$ cat config.mk
export PLATFORM = sky130hd
export DESIGN_NAME = i2c_regport_target
export DESIGN_NICKNAME = d
export VERILOG_FILES = /design/src/rtl/i2c_tgt_pkg.sv /design/src/rtl/i2c_line_sync.sv /design/src/rtl/i2c_byte_engine.sv /design/src/rtl/i2c_regport_target.sv
export SDC_FILE = /design/constraint.sdc
export NUM_CORES = 1
export LEC_CHECK = 0
export CORE_MARGIN = 3
export CORE_UTILIZATION = 47
export CTS_CLUSTER_SIZE = 12
export DETAILED_ROUTE_END_ITERATION = 10
export DONT_BUFFER_PORTS = 1
export MAX_ROUTING_LAYER = met4
export PLACE_DENSITY_LB_ADDON = 0.15
export SYNTH_ARGS = -nofsm -noshare
export SYNTH_HDL_FRONTEND = slang
export SYNTH_HIERARCHICAL = 1
export SYNTH_SLANG_ARGS = --single-unit
$ cat constraint.sdc
create_clock -name clk -period 4.2 [get_ports clk]
set_input_delay 0.84 -clock clk [delete_from_list [all_inputs] [get_ports clk]]
set_output_delay 0.84 -clock clk [all_outputs]
set_load 0.03 [all_outputs]
$ cat src/rtl/i2c_tgt_pkg.sv
// Shared types for the I2C target register access engine.
package i2c_tgt_pkg;

    // Protocol state of the byte engine.
    typedef enum logic [2:0] {
        ST_IDLE,   // bus free, waiting for a start
        ST_ADDR,   // shifting in the address byte
        ST_PTR,    // shifting in the register pointer byte
        ST_WDATA,  // shifting in a write data byte
        ST_ACK,    // target drives the acknowledge bit
        ST_TX,     // target shifts out a read byte
        ST_HACK,   // host acknowledge slot after a read byte
        ST_SKIP    // not addressed or read ended: wait for start or stop
    } tgt_state_e;

    localparam int BYTE_W = 8;

endpackage

$ cat src/rtl/i2c_line_sync.sv
// i2c_line_sync
// Brings the asynchronous SCL and SDA levels into the system clock through
// a STAGES-deep flip-flop chain. It then derives the SCL edges and the
// start and stop conditions.
// Assumes: the system clock is at least 10x SCL, so each bus phase spans
// several clock cycles. Idle bus level is high, and so is the reset value.
module i2c_line_sync #(
    parameter int STAGES = 2
) (
    input  logic clk,
    input  logic rst_n,
    input  logic scl_i,
    input  logic sda_i,
    output logic scl_rise,
    output logic scl_fall,
    output logic start_e,
    output logic stop_e,
    output logic sda_lvl
);

    logic [STAGES-1:0] scl_sh;
    logic [STAGES-1:0] sda_sh;
    logic              scl_p;
    logic              sda_p;
    logic              scl_s;
    logic              sda_s;

    assign scl_s = scl_sh[STAGES-1];
    assign sda_s = sda_sh[STAGES-1];

    // Synchronizer chains plus one delayed copy of each line for edge detection.
    always_ff @(posedge clk) begin
        if (!rst_n) begin
            scl_sh <= '1;
            sda_sh <= '1;
            scl_p  <= 1'b1;
            sda_p  <= 1'b1;
        end else begin
            scl_sh <= {scl_sh[STAGES-2:0], scl_i};
            sda_sh <= {sda_sh[STAGES-2:0], sda_i};
            scl_p  <= scl_s;
            sda_p  <= sda_s;
        end
    end

    // Edge and bus-condition decode from the synchronized and delayed copies.
    always_comb begin
        scl_rise = scl_s & ~scl_p;
        scl_fall = ~scl_s & scl_p;
        start_e  = scl_s & scl_p & sda_p & ~sda_s;
        stop_e   = scl_s & scl_p & ~sda_p & sda_s;
        sda_lvl  = sda_s;
    end

endmodule

$ cat src/rtl/i2c_byte_engine.sv
// i2c_byte_engine
// Protocol engine of the target. It does four things:
// - matches the address byte and acknowledges
// - loads the register pointer
// - issues write strobes for incoming data
// - loads and shifts out read bytes while the host acknowledges
// Bits are sampled on SCL rising edges. SDA is only driven after SCL falling
// edges.
// Assumes: the inputs come from i2c_line_sync. Register read data is valid
// combinationally in the cycle of reg_rd.
module i2c_byte_engine
    import i2c_tgt_pkg::*;
#(
    parameter logic [6:0] DEV_ADDR = 7'b1100000,
    parameter int         AW       = 8
) (
    input  logic          clk,
    input  logic          rst_n,
    input  logic          scl_rise,
    input  logic          scl_fall,
    input  logic          start_e,
    input  logic          stop_e,
    input  logic          sda_lvl,
    output logic          sda_oe,
    output logic [AW-1:0] reg_addr,
    output logic [7:0]    reg_wdata,
    output logic          reg_wr,
    output logic          reg_rd,
    input  logic [7:0]    reg_rdata
);

    localparam int CW = $clog2(BYTE_W + 1);

    tgt_state_e    state_q;
    tgt_state_e    after_q;
    logic          ack_ph_q;
    logic          more_q;
    logic [CW-1:0] bitcnt_q;
    logic [6:0]    rx_q;
    logic [6:0]    tx_q;
    logic [AW-1:0] ptr_q;
    logic          sda_oe_q;

    logic [7:0]    rx_full;
    logic          last_rx;
    logic          wr_now;
    logic          load_now;

    // Decode of the byte boundary and the register-bus strobes.
    always_comb begin
        rx_full   = {rx_q, sda_lvl};
        last_rx   = scl_rise && (bitcnt_q == CW'(BYTE_W - 1));
        wr_now    = (state_q == ST_WDATA) && last_rx && !start_e && !stop_e;
        load_now  = scl_fall && !start_e && !stop_e &&
                    (((state_q == ST_ACK) && ack_ph_q && (after_q == ST_TX)) ||
                     ((state_q == ST_HACK) && more_q));
        reg_wr    = wr_now;
        reg_rd    = load_now;
        reg_wdata = rx_full;
        reg_addr  = ptr_q;
        sda_oe    = sda_oe_q;
    end

    // Protocol state machine, bit counter, shifters and register pointer.
    always_ff @(posedge clk) begin
        if (!rst_n) begin
            state_q  <= ST_IDLE;
            after_q  <= ST_IDLE;
            ack_ph_q <= 1'b0;
            more_q   <= 1'b0;
            bitcnt_q <= '0;
            rx_q     <= '0;
            tx_q     <= '0;
            ptr_q    <= '0;
            sda_oe_q <= 1'b0;
        end else if (start_e) begin
            state_q  <= ST_ADDR;
            bitcnt_q <= '0;
            ack_ph_q <= 1'b0;
            more_q   <= 1'b0;
            sda_oe_q <= 1'b0;
        end else if (stop_e) begin
            state_q  <= ST_IDLE;
            ack_ph_q <= 1'b0;
            more_q   <= 1'b0;
            sda_oe_q <= 1'b0;
        end else begin
            case (state_q)
                ST_ADDR: begin
                    if (scl_rise) begin
                        rx_q     <= rx_full[6:0];
                        bitcnt_q <= bitcnt_q + CW'(1);
                        if (last_rx) begin
                            bitcnt_q <= '0;
                            if (rx_full[7:1] == DEV_ADDR) begin
                                state_q <= ST_ACK;
                                after_q <= rx_full[0] ? ST_TX : ST_PTR;
                            end else begin
                                state_q <= ST_SKIP;
                            end
                        end
                    end
                end
                ST_PTR: begin
                    if (scl_rise) begin
                        rx_q     <= rx_full[6:0];
                        bitcnt_q <= bitcnt_q + CW'(1);
                        if (last_rx) begin
                            bitcnt_q <= '0;
                            ptr_q    <= AW'(rx_full);
                            state_q  <= ST_ACK;
                            after_q  <= ST_WDATA;
                        end
                    end
                end
                ST_WDATA: begin
                    if (scl_rise) begin
                        rx_q     <= rx_full[6:0];
                        bitcnt_q <= bitcnt_q + CW'(1);
                        if (last_rx) begin
                            bitcnt_q <= '0;
                            ptr_q    <= ptr_q + AW'(1);
                            state_q  <= ST_ACK;
                            after_q  <= ST_WDATA;
                        end
                    end
                end
                ST_ACK: begin
                    if (scl_fall) begin
                        if (!ack_ph_q) begin
                            sda_oe_q <= 1'b1;
                            ack_ph_q <= 1'b1;
                        end else begin
                            ack_ph_q <= 1'b0;
                            bitcnt_q <= '0;
                            if (after_q == ST_TX) begin
                                tx_q     <= reg_rdata[6:0];
                                sda_oe_q <= ~reg_rdata[7];
                                ptr_q    <= ptr_q + AW'(1);
                                state_q  <= ST_TX;
                            end else begin
                                sda_oe_q <= 1'b0;
                                state_q  <= after_q;
                            end
                        end
                    end
                end
                ST_TX: begin
                    if (scl_rise) begin
                        bitcnt_q <= bitcnt_q + CW'(1);
                    end else if (scl_fall) begin
                        if (bitcnt_q == CW'(BYTE_W)) begin
                            sda_oe_q <= 1'b0;
                            more_q   <= 1'b0;
                            state_q  <= ST_HACK;
                        end else begin
                            sda_oe_q <= ~tx_q[6];
                            tx_q     <= {tx_q[5:0], 1'b0};
                        end
                    end
                end
                ST_HACK: begin
                    if (scl_rise) begin
                        if (!sda_lvl) more_q  <= 1'b1;
                        else          state_q <= ST_SKIP;
                    end else if (scl_fall && more_q) begin
                        tx_q     <= reg_rdata[6:0];
                        sda_oe_q <= ~reg_rdata[7];
                        ptr_q    <= ptr_q + AW'(1);
                        bitcnt_q <= '0;
                        more_q   <= 1'b0;
                        state_q  <= ST_TX;
                    end
                end
                default: begin
                    // ST_IDLE and ST_SKIP: only a start or a stop moves on.
                end
            endcase
        end
    end

    // the SDA enable moves only after an SCL fall, a start or a stop.
    p_oe_moves_low_r11: assert property (@(posedge clk) disable iff (!rst_n)
        !$stable(sda_oe_q) |-> ($past(scl_fall) || $past(start_e) || $past(stop_e)));

    // a stop always leaves SDA released.
    p_release_on_stop_r3: assert property (@(posedge clk) disable iff (!rst_n)
        stop_e |=> !sda_oe_q);

    // every write strobe advances the pointer by one.
    p_wr_step_r5: assert property (@(posedge clk) disable iff (!rst_n)
        reg_wr |=> (reg_addr == AW'($past(reg_addr) + AW'(1))));

    // every byte loaded for transmission advances the pointer by one.
    p_rd_step_r6: assert property (@(posedge clk) disable iff (!rst_n)
        reg_rd |=> (reg_addr == AW'($past(reg_addr) + AW'(1))));

    // read strobe is a single-cycle pulse.
    p_rd_single_r8: assert property (@(posedge clk) disable iff (!rst_n)
        reg_rd |=> !reg_rd);

    // strobes never overlap.
    p_strobe_excl_r8: assert property (@(posedge clk) disable iff (!rst_n)
        !(reg_wr && reg_rd));

    // an unaddressed or finished transfer keeps SDA released.
    p_skip_silent_r1: assert property (@(posedge clk) disable iff (!rst_n)
        (state_q == ST_SKIP) |-> !sda_oe_q);

endmodule

$ cat src/rtl/i2c_regport_target.sv
// i2c_regport_target
// Top of the I2C target register access engine. It chains the line
// synchronizer and the byte engine, and exposes the open-drain SDA enable
// and the register strobe bus.
// Assumes: an external pad turns sda_oe into a pull-down. The register bank
// answers reg_rd combinationally on reg_rdata.
module i2c_regport_target #(
    parameter logic [6:0] DEV_ADDR    = 7'b1100000,
    parameter int         AW          = 8,
    parameter int         SYNC_STAGES = 2
) (
    input  logic          clk,
    input  logic          rst_n,
    input  logic          scl_i,
    input  logic          sda_i,
    output logic          sda_oe,
    output logic [AW-1:0] reg_addr,
    output logic [7:0]    reg_wdata,
    output logic          reg_wr,
    output logic          reg_rd,
    input  logic [7:0]    reg_rdata
);

    logic scl_rise;
    logic scl_fall;
    logic start_e;
    logic stop_e;
    logic sda_lvl;

    i2c_line_sync #(
        .STAGES (SYNC_STAGES)
    ) u_sync (
        .clk      (clk),
        .rst_n    (rst_n),
        .scl_i    (scl_i),
        .sda_i    (sda_i),
        .scl_rise (scl_rise),
        .scl_fall (scl_fall),
        .start_e  (start_e),
        .stop_e   (stop_e),
        .sda_lvl  (sda_lvl)
    );

    i2c_byte_engine #(
        .DEV_ADDR (DEV_ADDR),
        .AW       (AW)
    ) u_engine (
        .clk       (clk),
        .rst_n     (rst_n),
        .scl_rise  (scl_rise),
        .scl_fall  (scl_fall),
        .start_e   (start_e),
        .stop_e    (stop_e),
        .sda_lvl   (sda_lvl),
        .sda_oe    (sda_oe),
        .reg_addr  (reg_addr),
        .reg_wdata (reg_wdata),
        .reg_wr    (reg_wr),
        .reg_rd    (reg_rd),
        .reg_rdata (reg_rdata)
    );

endmodule

Yosys cells after proc, flatten, opt, wreduce, memory -nomap -nowiden. Cells that the tools add are included.

Add/sub/neg operators: 2. Bitwise logic cells: 16. Multiplexer cells: 68. Equality and inequality tests: 44. Reductions and logical operators: 35.

Operators with widths (number): 2-to-1 mux 8 bit (9); 2-to-1 mux 3 bit (19); 2-to-1 mux 7 bit (8); AND reduction 12 bit (3); inequality test 4 x 1 -> 1 bit, second input constant (8); case mux 8 bit (4 select lines) (1); inequality test 2 x 1 -> 1 bit, second input constant (15); 2-to-1 mux 4 bit (7); case mux 7 bit (3 select lines) (1); 2-to-1 mux 1 bit (17); case mux 4 bit (4 select lines) (1); AND reduction 8 bit (2); case mux 3 bit (5 select lines) (1); == test 3 bit, second input constant (4); AND reduction 6 bit (2); logical AND 1 bit (11); AND reduction 11 bit (1); inequality test 2 bit, second input constant (5); inverter 1 bit (9); adder 8 x 1 -> 8 bit, second input constant (1); nonzero test 4 bit (2); AND 1 bit (7); == test 7 bit, second input constant (1); nonzero test 7 bit (1); other kinds (23) (29).

Output and inout port bits: 19. Input bits: 12. Logic and storage cells: 179. Register bits after elaboration: 41.

Logic depth before layout (Yosys ltp). Gate-level depths: netlist of run 1.

Word-level depth: 8. Gate-level depth with buffers: 8.

Hierarchy. Netlist of run 1, hierarchy kept.

By module, submodules not included: i2c_byte_engine (seq. area each 700.7 µm², cells an instance 270, area an instance 2160.8 µm², times used 1); i2c_line_sync (seq. area each 120.1 µm², cells an instance 16, area an instance 190.2 µm², times used 1).

Worst setup path before layout of run 1. Ideal clock, no wire load.

Kind: reg-to-output. Start: register u_sync.sda_sh[1]. End: output port reg_wr. Arrival: 2063 ps. Slack: 1297 ps. Cell stages (with the launch flop): 6. Data required time: 3360 ps. Cell sequence: dfxtp_1 > and4b_1 > or2_1 > clkbuf_1 > or3_1 > nor3_1.

Cells in the longest elaborated chain, start to end: 5. Elaborated cells between the ends (all ways): 7. Classes of those cells: bitwise: 3; reduce/logical: 4.

Ends and longest elaborated chain: from (decl) (line i2c_line_sync.sv:22) `logic [STAGES-1:0] sda_sh;`; from (signal assigned) (line i2c_line_sync.sv:40) `sda_sh <= {sda_sh[STAGES-2:0], sda_i};`; inverter 1 bit (line i2c_line_sync.sv:50) `start_e = scl_s & scl_p & sda_p & ~sda_s;`; AND 1 bit (line i2c_line_sync.sv:50); net start_e (line i2c_regport_target.sv:26) `logic start_e;`; logical NOT 1 bit (line i2c_byte_engine.sv:53) `wr_now = (state_q == ST_WDATA) && last_rx && !start_e && !stop_e;`; logical AND 1 bit (2 in a row) (line i2c_byte_engine.sv:53); to (decl) (line i2c_regport_target.sv:19) `output logic reg_wr,`.

The timed path passes the listed nets, and every way through them passes these cells.

Final worst setup path of run 1. Ends and elaborated chain as after synthesis.

==> flow_summary.toml, run 1 <==
[status]
status = "finished clean"

[yosys]
syn_area_per_cell_um2 = 8.22
synth_ff_type = "dfxtp_1"
ys_warn_count = 6
ys_seq_area_share_pct = 34.9
ys_types = 59
synthesis.nets = 301
synth_seq_cells = 41
async_flop_share_pct = 0
synth_edf_count = 0
syn_inst = 286
syn_area_um2 = 2350

[floorplan]
die_w_um = 76.7
ios = 31
start_util_pct = 49.1
core.rowCount = 25
die_h_um = 76.7
die_area_um2 = 5890
core_um2 = 4790

[timing]
fin_crit_sh_pct = 75.8
fin_setup_tns_ps = 0
slew_violations = 0
finalHoldViolations = 0
fmax_mhz = 314
setup_viol = 0
final.setup_skew_ps = 7.84
fin_hold_ws_ps = 409
fin_ws_ps = 1020
slew_headroom_pct = 32.8
rsz0062_at_grt = "no"
worst_slew_pin_slew_ps = 998
period_minus_slack_ps = 3180

[cells_and_area]
area_growth_pct = 4.10
antenna_cells = 0
finalNetCount = 293
nFillCells = 494
layout-drive-gt1-share_pct = 8.60
utilization_pct = 51.1

[min_path]
holdPathEnd = "u_sync/scl_sh[1]"
worstHoldPathCells = 1
hp-class = "register to register"
hp-start = "u_sync/scl_sh[0]"

[drt]
wl_met2_mm = 2.52
routed_via_density = 6.02
vias = 2084
highest_layer = "met4"
wirelength_mm = 5.47
m1WireLength_mm = 2.62
dr.pass1.iters = 4
ant_nets = 0
wl_met3_um = 303
drc_errors = 0
wire_per_inst_um = 15.8
drt-initial-drc-count = 139

[clocking]
cts_made_buffers = 5
clock_path_buffers = 2
cts_setup_buffers = 0
clock_latency_ps = 290
clockRootBuffer = "clkbuf_8"
htree_levels = 2
clk_pin_slew_ps = 80
hold_buffers = 0
clock-sinks = 41
ctsResizeCount = 0
cts_tree = "done"

[critical_path]
ff2ff_path_depth = 5
timing.rr.start = "u_engine/state_q[1]"
r2r-end = "u_engine/reg_addr[0]"
cp_max_fo = 10
arrival_ps = 2340
r2r_slack_ps = 1720
worstSetupStartpointType = "register"
critical_path_class = "register to output port"
cp.required_ps = 3360
cp-end-kind = "output port"

[placement]
dp_slack_ps = 1330
post-dp-hpwl_mm = 3.83
place.gp.congestion = 0.818
portBuffers = 0

[power_and_ir_drop]
internal-power_w = 0.000634
ir_drop_uv = 239
netSwitchingPower_w = 0.000343
clkPwrFrac_pct = 27.2
p_per_area_nw_per_um2 = 399
p_comb_share_pct = 24.6
switching_share_pct = 35.1
seqPwrFrac_pct = 48.2
power.leakage_nw = 0.860

[grt]
grt_max_degree = 28
grt_first_pass_wirelength_mm = 8.98
first_global_vias = 1813
grt_usage_pct = 19.0
grt-ovfl-total = 0
antenna_found_initial = 0

[run]
drv_cap = 0
-- metrics by stage --
step | power (W) | std cells | instance area, um^2
final | 0.000977 | 346 | 2450
after global routing | 0.00103 | 346 | 2450
after CTS | 0.000982 | 346 | 2450
after detailed placement | 0.000716 | 338 | 2350
after global placement | 0.000716 | 338 | 2350
after floorplan | 0.000688 | 286 | 2350
-- worst max path at each step --
stage	end	from	slack (ps)	cells after the start
after floorplan	reg_wr	u_sync/sda_sh[1]	1300	5
after global placement	reg_wr	u_sync/sda_sh[1]	1370	5
after detailed placement	reg_wr	u_sync/sda_sh[1]	1330	5
after CTS	reg_wr	u_sync/sda_sh[1]	1010	5
after global routing	reg_wr	u_sync/sda_sh[1]	900	5
final	reg_wr	u_sync/sda_sh[1]	1020	5
-- worst max-delay path, stage by stage (launching register included) --
cell and delay (ps):
dfxtp_1 680, and4b_1 300, or2_1 320, or3_1 430, nor3_1 150, buf_4 190
-- layout by cell type, fill, tap and decap left out, drive strengths merged, types with 3 or more instances in the layout --
master and n:
nand2b 11, dfxtp 41, nand4b 3, o21ai 11, nor3 7, a21oi 28
nand2 37, nor2b 9, or3 3, ha 3, and3b 5, nor2 24
nand3 6, buf 3, a311oi 7, inv 8, or2 6, mux2i 13
o31ai 4, nor4 3, clkbuf 6, o32ai 5
-- state kept, by name (all words and copies together) (netlist names) --
| name | cells |
|---|---|
| u_engine/ack_ph_q | 1 |
| u_engine/after_q | 3 |
| u_engine/bitcnt_q | 4 |
| u_engine/more_q | 1 |
| u_engine/reg_addr | 8 |
| u_engine/rx_q | 7 |
| u_engine/sda_oe | 1 |
| u_engine/state_q | 3 |
| u_engine/tx_q | 7 |
| u_sync/scl_p | 1 |
| u_sync/scl_sh | 2 |
| u_sync/sda_p | 1 |
| u_sync/sda_sh | 2 |
-- synth_stat cells (4+ instances only) --
master,count,area (um^2)
nor2_1,24,90.1
buf_2,7,35.0
clkbuf_1,4,15.0
nor3_1,6,30.0
and3b_1,5,43.8
nor2b_1,9,56.3
nand3_1,6,30.0
nand2_1,37,139
a311oi_1,7,61.3
inv_1,8,30.0
a21oi_1,27,135
o21ai_0,7,35.0
o31ai_1,4,30.0
buf_4,4,30.0
nand2b_1,11,68.8
o32ai_1,4,35.0
dfxtp_1,41,821
mux2i_1,13,130
-- layout make-up --
class | count | area (um^2) | share of cell area, %
Tap cell | 67 | 83.8 | 3.43
Inverter | 8 | 30.0 | 1.23
Sequential cell | 41 | 821 | 33.5
Multi-Input combinational cell | 219 | 1390 | 57.0
Clock buffer | 6 | 82.6 | 3.37
Timing Repair Buffer | 3 | 22.5 | 0.920
Clock inverter | 2 | 13.8 | 0.562
-- cells by family after synthesis --
logic type	after synthesis	share of synthesized area, %
fa+ha+maj	3	1.60
flops	41	34.9
mux	13	5.53
simple gates	123	27.8
buf+inv	26	5.80
compound gates	80	24.3
-- metal layers --
metal | global-route usage, % | vias to the layer above
met5 | - | -
met4 | 4.17 | 0
met3 | 4.46 | 6
met2 | 28.8 | 53
met1 | 25.9 | 1000
li1 | - | 1025
-- power groups by stage --
stage	Sequential [W]	Clock [W]	Combinational, W
2_1_floorplan	0.000429	0	0.000259
3_3_place_gp	0.000478	0	0.000237
3_5_place_dp	0.000479	0	0.000237
4_1_cts	0.000469	0.000276	0.000237
5_1_grt	0.000477	0.000291	0.000266
6_report	0.000471	0.000266	0.000240
No activity file was read; power rests on OpenSTA's default activity.
==> run 2, diff against run 1 <==
Clock period 4.2 ns to 3.2 ns, I/O delays scaled along.
==> run 2 against run 1 <==
First-iteration DRC count down 16%. Critical path depth unchanged. Cell count is 1.7% higher. Total power up 35%. Clock power grew 33%. Global-route usage is 0.87 points higher. Non-clock buffer count increased by 6. Wire length grew 1.4%. Largest power group unchanged. Highest routed layer unchanged.
==> flow_summary.toml, run 2 (synthesis results as in run 1) <==
[critical_path]
crit_buf_inv = 1
critPathTopFamily = "simple AND/OR/NAND/NOR gates"
r2r-end = "u_engine/reg_addr[0]"
path_cells = "and4b_1, or2_1, or3_1, nor3_1, buf_4"
worstSetupStartpointType = "register"
r2r_slack_ps = 960
critPathMaxStageDelay_ps = 420
cp-end-kind = "output port"
cp_max_fo = 7
ff2ff_path_depth = 6
timing.rr.start = "u_sync/scl_sh[1]"
critical_path_class = "register to output port"
cp.required_ps = 2560
slowest_stage = "dfxtp_1"
arrival_ps = 2030

[grt]
first_global_vias = 1885
antenna_found_initial = 0
grt_usage_pct = 19.9
grt_max_degree = 24
grt_first_pass_wirelength_mm = 9.19
grt-ovfl-total = 0

[power_and_ir_drop]
power.leakage_nw = 0.889
ir_drop_uv = 299
p_comb_share_pct = 30.2
seqPwrFrac_pct = 43.0
switching_share_pct = 35.0
internal-power_w = 0.000855
clkPwrFrac_pct = 26.8
netSwitchingPower_w = 0.000460
p_per_area_nw_per_um2 = 528

[drt]
wire_per_inst_um = 15.8
drc_errors = 0
ant_nets = 0
wirelength_mm = 5.55
dr.pass1.iters = 4
vias = 2064
drt-initial-drc-count = 117
routed_via_density = 5.86

[floorplan]
die_area_um2 = 5890
core_um2 = 4790
die_w_um = 76.7
die_h_um = 76.7
ios = 31
core.rowCount = 25
start_util_pct = 49.1

[cells_and_area]
nFillCells = 473
final_common_cell = "dfxtp_1"
area_growth_pct = 6.01
utilization_pct = 52.1
multi_input_area_um2 = 1390
antenna_cells = 0
finalNetCount = 299
fin_area_um2 = 2490
layout-drive-gt1-share_pct = 10.5
layout_common_cells = "dfxtp_1, nand2_1, a21oi_1"
largest_reg_flops = 8
register_area_um2 = 821

[timing]
fin_crit_sh_pct = 83.5
period_minus_slack_ps = 2670
fin_setup_tns_ps = 0
setup_viol = 0
finalHoldViolations = 0
slew_headroom_pct = 49.2
fmax_mhz = 374
fin_hold_ws_ps = 409
worst_slew_pin_slew_ps = 761
rsz0062_at_grt = "no"
slew_violations = 0
final.setup_skew_ps = 4.16

[clocking]
cts_made_buffers = 5
clockRootBuffer = "clkbuf_8"
hold_buffers = 0
clock_latency_ps = 290
clk_pin_slew_ps = 70
clock-sinks = 41
cts_tree = "done"
htree_levels = 2
cts_setup_buffers = 0
clock_path_buffers = 2
ctsResizeCount = 0

[min_path]
hp-class = "register to register"
hp-start = "u_sync/sda_sh[0]"
holdPathEnd = "u_sync/sda_sh[1]"
worstHoldPathCells = 1

[placement]
post-dp-hpwl_mm = 4.00
dpl-instance-area_um2 = 2400
portBuffers = 0
place.gp.congestion = 0.862

[run]
drv_cap = 0

[status]
status = "finished clean"
run 2: changes by cell type in the layout (fill, tap and decap cells not counted):
cell,change
buf_4,+6
run 2: worst max path at each step:
stage	endpoint	depth (start not counted)	slack, ps	startpoint
floorplan	reg_wr	5	500	u_sync/sda_sh[1]
global placement	reg_wr	5	880	u_sync/sda_sh[1]
detailed placement	reg_wr	5	840	u_sync/sda_sh[1]
CTS	reg_wr	5	510	u_sync/sda_sh[1]
global route	reg_wr	5	370	u_sync/sda_sh[1]
finish	reg_wr	5	530	u_sync/sda_sh[1]
run 2: cell type report:
cell class | count | area share, %
multi-input combinational | 219 | 55.9
sequential | 41 | 32.9
tap | 67 | 3.36
clock buffer | 6 | 3.31
timing repair buffer | 9 | 2.71
inverter | 8 | 1.20
clock inverter | 2 | 0.552
run 2: worst reg2reg max path: stages, from the launching register on:
cell,delay (ps)
dfxtp_1,370
nor2b_1,360
nand4b_4,180
nand2b_1,190
a221o_1,500
or3_1,410
a31oi_1,160
run 2: layer usage:
layer | GRT usage [%] | vias to the layer above | part of all wire [%]
li1 | - | 1034 | -
met1 | 27.2 | 960 | 47
met2 | 29.2 | 63 | 45
met3 | 5.52 | 7 | 6.7
met4 | 4.71 | 0 | 1.1
met5 | - | - | 0
run 2: metrics by stage:
step,worst slack [ps],cells,power [W]
after floorplan,497,286,0.000903
after global placement,880,344,0.000972
after detailed placement,841,344,0.000970
after CTS,507,352,0.00133
after global routing,372,352,0.00140
final,529,352,0.00132
run 2: power groups by stage:
stage                     registers, W  clock network [W]  logic, W
after floorplan               0.000563                  0  0.000340
after global placement        0.000577                  0  0.000395
after detailed placement      0.000577                  0  0.000393
after CTS                     0.000564           0.000371  0.000395
after global routing          0.000568           0.000388  0.000443
final                         0.000565           0.000353  0.000397
